### src/rtl/dma_chan_flags.sv
module dma_chan_flags #(
  parameter int RDW  = 8,
  parameter int LVLW = 2
) (
  input  logic            clk,
  input  logic            rst_n,
  input  logic            blk_req,
  input  logic            xfer_start,
  input  logic            chan_abort,
  input  logic            err_det,
  input  logic            blk_done,
  input  logic            txn_last,
  input  logic            rpt_unlim,
  input  logic            reg_wr,
  input  logic [RDW-1:0]  reg_wdata,
  output logic [RDW-1:0]  reg_rdata,
  output logic [LVLW-1:0] irq_lvl
);
  localparam int CLV_LO = 0;
  localparam int ELV_LO = LVLW;
  localparam int CMP_B  = 2 * LVLW;
  localparam int ERR_B  = 2 * LVLW + 1;
  localparam int PND_B  = 2 * LVLW + 2;

  logic            pend_q, err_q, cmp_q;
  logic [LVLW-1:0] elvl_q, clvl_q;

  wire clr_err = reg_wr & reg_wdata[ERR_B];
  wire clr_cmp = reg_wr & reg_wdata[CMP_B];
  wire set_cmp = blk_done & (rpt_unlim | txn_last);

  always_ff @(posedge clk or negedge rst_n) begin
    if (!rst_n) begin
      pend_q <= 1'b0;
      err_q  <= 1'b0;
      cmp_q  <= 1'b0;
      elvl_q <= '0;
      clvl_q <= '0;
    end else begin
      pend_q <= blk_req | (pend_q & ~(xfer_start | chan_abort));
      err_q  <= err_det | (err_q & ~clr_err);
      cmp_q  <= set_cmp | (cmp_q & ~clr_cmp);
      if (reg_wr) begin
        elvl_q <= reg_wdata[ELV_LO +: LVLW];
        clvl_q <= reg_wdata[CLV_LO +: LVLW];
      end
    end
  end

  always_comb begin
    reg_rdata = '0;
    reg_rdata[PND_B] = pend_q;
    reg_rdata[ERR_B] = err_q;
    reg_rdata[CMP_B] = cmp_q;
    reg_rdata[ELV_LO +: LVLW] = elvl_q;
    reg_rdata[CLV_LO +: LVLW] = clvl_q;
  end

  wire [LVLW-1:0] err_req = err_q ? elvl_q : '0;
  wire [LVLW-1:0] cmp_req = cmp_q ? clvl_q : '0;
  assign irq_lvl = (err_req > cmp_req) ? err_req : cmp_req;
endmodule

### config.mk
export PLATFORM = sky130hd
export DESIGN_NAME = dma_chan_flags
export DESIGN_NICKNAME = d
export VERILOG_FILES = /design/src/rtl/dma_chan_flags.sv
export SDC_FILE = /design/constraint.sdc
export NUM_CORES = 1
export LEC_CHECK = 0
export BUFFER_PORTS_ARGS = -buffer_cell sky130_fd_sc_hd__buf_4
export CAP_MARGIN = 25
export CORE_AREA = 2 2 39 41
export DETAILED_ROUTE_END_ITERATION = 8
export DIE_AREA = 0 0 41 43
export PLACE_DENSITY = 0.66
export SLEW_MARGIN = 20
export SYNTH_ARGS = -nofsm -noshare
export SYNTH_HDL_FRONTEND = slang
export SYNTH_SLANG_ARGS = --single-unit
### constraint.sdc
create_clock -name clk -period 2.7 [get_ports clk]
set_clock_uncertainty 0.2 [all_clocks]
set_input_delay 0.135 -clock clk [delete_from_list [all_inputs] [get_ports clk]]
set_output_delay 0.135 -clock clk [all_outputs]
set_load 0.03 [all_outputs]
==> summary.txt <==
Outcome
  • Status: finished clean

Timing
  • Final min period: 2.248 ns
  • Final Cycle Share: 83.24%
  • Final Hold Viols: 0
  • TNS Setup: 0 ns
  • Max-slew violation count: 0
  • Max Freq: roughly 440 MHz
  • Setup violators final: 0
  • Unrepaired setup endpoints after global routing: no

Floorplanning
  • Area of the die: 0.001763 mm2
  • Chip height: 43 um
  • Starting Density: around 30%
  • CORE AREA: between 0.001 and 0.0015 mm2
  • I/O pin count: 28
  • Chip Width: slightly above 40 um
  • Num rows: 14

Synthesis
  • Post-Syn Instances: 41
  • Syn Std Cell Area: 410.4 um2
  • Synth warnings: 0
  • Sequential-to-total area share from yosys stat: a little over two fifths
  • Syn Area/Cell: 10.01 um2
  • Compound-cell area share of the yosys netlist: 14.33%
  • Largest family of logic cells by synthesized area: compound AO/OA/AOI/OAI gates
  • XOR/XNOR Fraction of Synth Area: 0%
  • Net count after synthesis: 62
  • Library cells used by synthesis: 19
  • Flops & latches, synth: 7
  • Adder-Cell Fraction of Synth Area: 9.146%
  • Post-Synth Simple-Gate Area: 11.89%
  • Mux cell area share after synthesis: a little over a tenth

Clocking
  • Clock Tree Buf Depth: 2
  • Clock latency on the worst-skew pair: 0.25 ns
  • CTS Root Cell: clkbuf_4
  • H-tree Lvls: 1
  • Total clock sinks: 7
  • Post-CTS Hold Fix Bufs: 16
  • CTS buffer count: 3
  • Worst-path clk slew: 0.06 ns
  • CTS tree: done
  • CTS resizes: 0
  • Post-CTS setup buffer count: 0

Worst setup path
  • CP arrival: 2.18 ns
  • Critical path class: input pin to flip-flop
  • Setup crit end kind: flip-flop
  • Worst r2r src: clvl_q[0]
  • Worst r2r path cells: 2
  • Reg-to-reg slack, setup: roughly 1.1 ns
  • Worst-path maximum fanout: 1
  • WP data required: about 2.6 ns
  • Startpoint class of the critical path: input pin
  • Reg-to-reg endpoint: clvl_q[0]

Finish
  • Share of post-route cells with drive strength above 1: 41.98%
  • Diode count: 0
  • Fill count: 119
  • Most common cell after layout, fill and taps aside: buf_4
  • Area Overhead vs Synth: 86.89%
  • Final #Nets: 103
  • Highest-count cells in the layout ignoring fill and taps: buf_4, dlygate4sd3_1, dfrtp_1, nand2_1, mux2_2
  • Fin area: 767.0 um2
  • Post-Layout Cell Count: 97

Power
  • Leakage: around 0.38 nW
  • Pwr per Cell Area: 503.6 mW/mm2
  • Switching power: about 0.00013 W
  • Clock network power share: 25.8%
  • Sw Ratio: approximately 34%
  • Combinational Power Share: 41.9%
  • Sequential share of power: 32.3%
  • Pint: about 0.00025 W
  • Peak VDD IR: between 200 and 300 uV
  • Pwr Total: 0.0003862 W

Global route
  • Largest net degree at the start of global routing: 8
  • Vias in the first global route: 412
  • Initial antenna violation count: 0
  • GR Util All Layers: 15.03%
  • First-pass GRT wire length: 1759 um
  • GRT Residual Overflow: 0

Worst hold path
  • Min-Delay Path Class: input pin to async pin

Route
  • DR DRC count: 0
  • Routed WL: 1098 um
  • WL/cell: 11.32 um
  • First-pass detailed-route iteration total: 1
  • DRT iter0 DRCs: 0
  • Routed Antenna Nets: 0
  • Met2 WL: ~540 um
  • Max layer used: met4
  • Vias per Instance: 4.464
  • DRT met1 WL: 467 um
  • WL met3: approximately 73 um
  • Vias: between 400 and 500

Placement
  • Dpl cells: 77
  • Input/output buffers: 24
  • Final HPWL DP: 646.1 um
  • Placed Instance Area: 580.6 um2
  • GPL Wtd Cong: 0.6589

Run
  • MaxCap Viol Count: 0
==> power by group through the flow <==
| stage | clock [W] | sequential, W | combinational (W) |
|---|---|---|---|
| after floorplan | 0 | 0.000136 | 0.0000785 |
| after global placement | 0 | 0.000126 | 0.000134 |
| after detailed placement | 0 | 0.000126 | 0.000137 |
| after CTS | 0.0000983 | 0.000124 | 0.000161 |
| after global routing | 0.000105 | 0.000126 | 0.000175 |
| final | 0.0000998 | 0.000125 | 0.000162 |
==> per-layer routing <==
layer,GRT usage [%],vias to the layer above
met5,0,-
met2,22.19,20
met1,19.00,192
met3,4.188,2
li1,-,219
met4,8.000,0
==> how the worst max path moves through the flow <==
stage	start	to	slack (ns)
after floorplan	clvl_q[0]	irq_lvl[0]	0.80
final	rpt_unlim	cmp_q	0.45
after detailed placement	cmp_q	irq_lvl[0]	0.89
after global routing	rpt_unlim	cmp_q	0.39
after CTS	rpt_unlim	cmp_q	0.58
after global placement	cmp_q	irq_lvl[0]	0.93
==> synth_stat cells <==
cell type	count	area [um2]
a21o_1	1	7.510
a21o_2	1	8.760
a21oi_1	2	10.01
a22o_1	1	8.760
a31oi_1	1	6.260
and2_1	1	6.260
buf_4	4	30.03
conb_1	1	3.750
dfrtp_1	7	175.2
ha_1	3	37.54
inv_1	3	11.26
mux2_2	4	45.04
nand2_1	6	22.52
nand2_2	1	6.260
nand3_1	1	5.000
nor2_1	1	3.750
nor3_1	1	5.000
o21ai_0	1	5.000
o31ai_2	1	12.51
==> sequential cells by signal (all words and copies together) (netlist names) <==
name,cells
clvl_q,2
elvl_q,2
cmp_q,1
err_q,1
pend_q,1
==> worst max-delay path: stages <==
cell,delay (ns)
dlygate4sd3_1,0.54
buf_4,0.13
o21ai_0,0.17
dlygate4sd3_1,0.60
nand2_1,0.06
dlygate4sd3_1,0.55
==> final cells by class <==
class | instances | area, um2 | area share, %
inverters | 3 | 11.26 | 1.468
repair buffers | 40 | 340.3 | 44.37
flip-flops and latches | 7 | 175.2 | 22.84
well taps | 16 | 20.02 | 2.610
clock buffers | 4 | 26.28 | 3.426
multi-input cells | 27 | 193.9 | 25.29
==> per-stage QoR <==
step | setup WS [ns] | hold WS [ns] | util [%]
final | 0.4524 | 0.01691 | 55.43
after global routing | 0.3910 | 0.02713 | 55.43
after CTS | 0.5831 | 0.02425 | 55.43
after detailed placement | 0.8926 | -0.2450 | 41.95
after global placement | 0.9286 | -0.2474 | 41.95
after floorplan | 0.8026 | -0.3606 | -
==> cell families after synthesis <==
| kind of cell | Yosys count |
|---|---|
| other cells | 1 |
| buf+inv | 7 |
| mux | 4 |
| compound gates | 8 |
| simple gates | 11 |
| fa+ha+maj | 3 |
| flops | 7 |
Note: power is estimated with default switching activity, not from simulation.
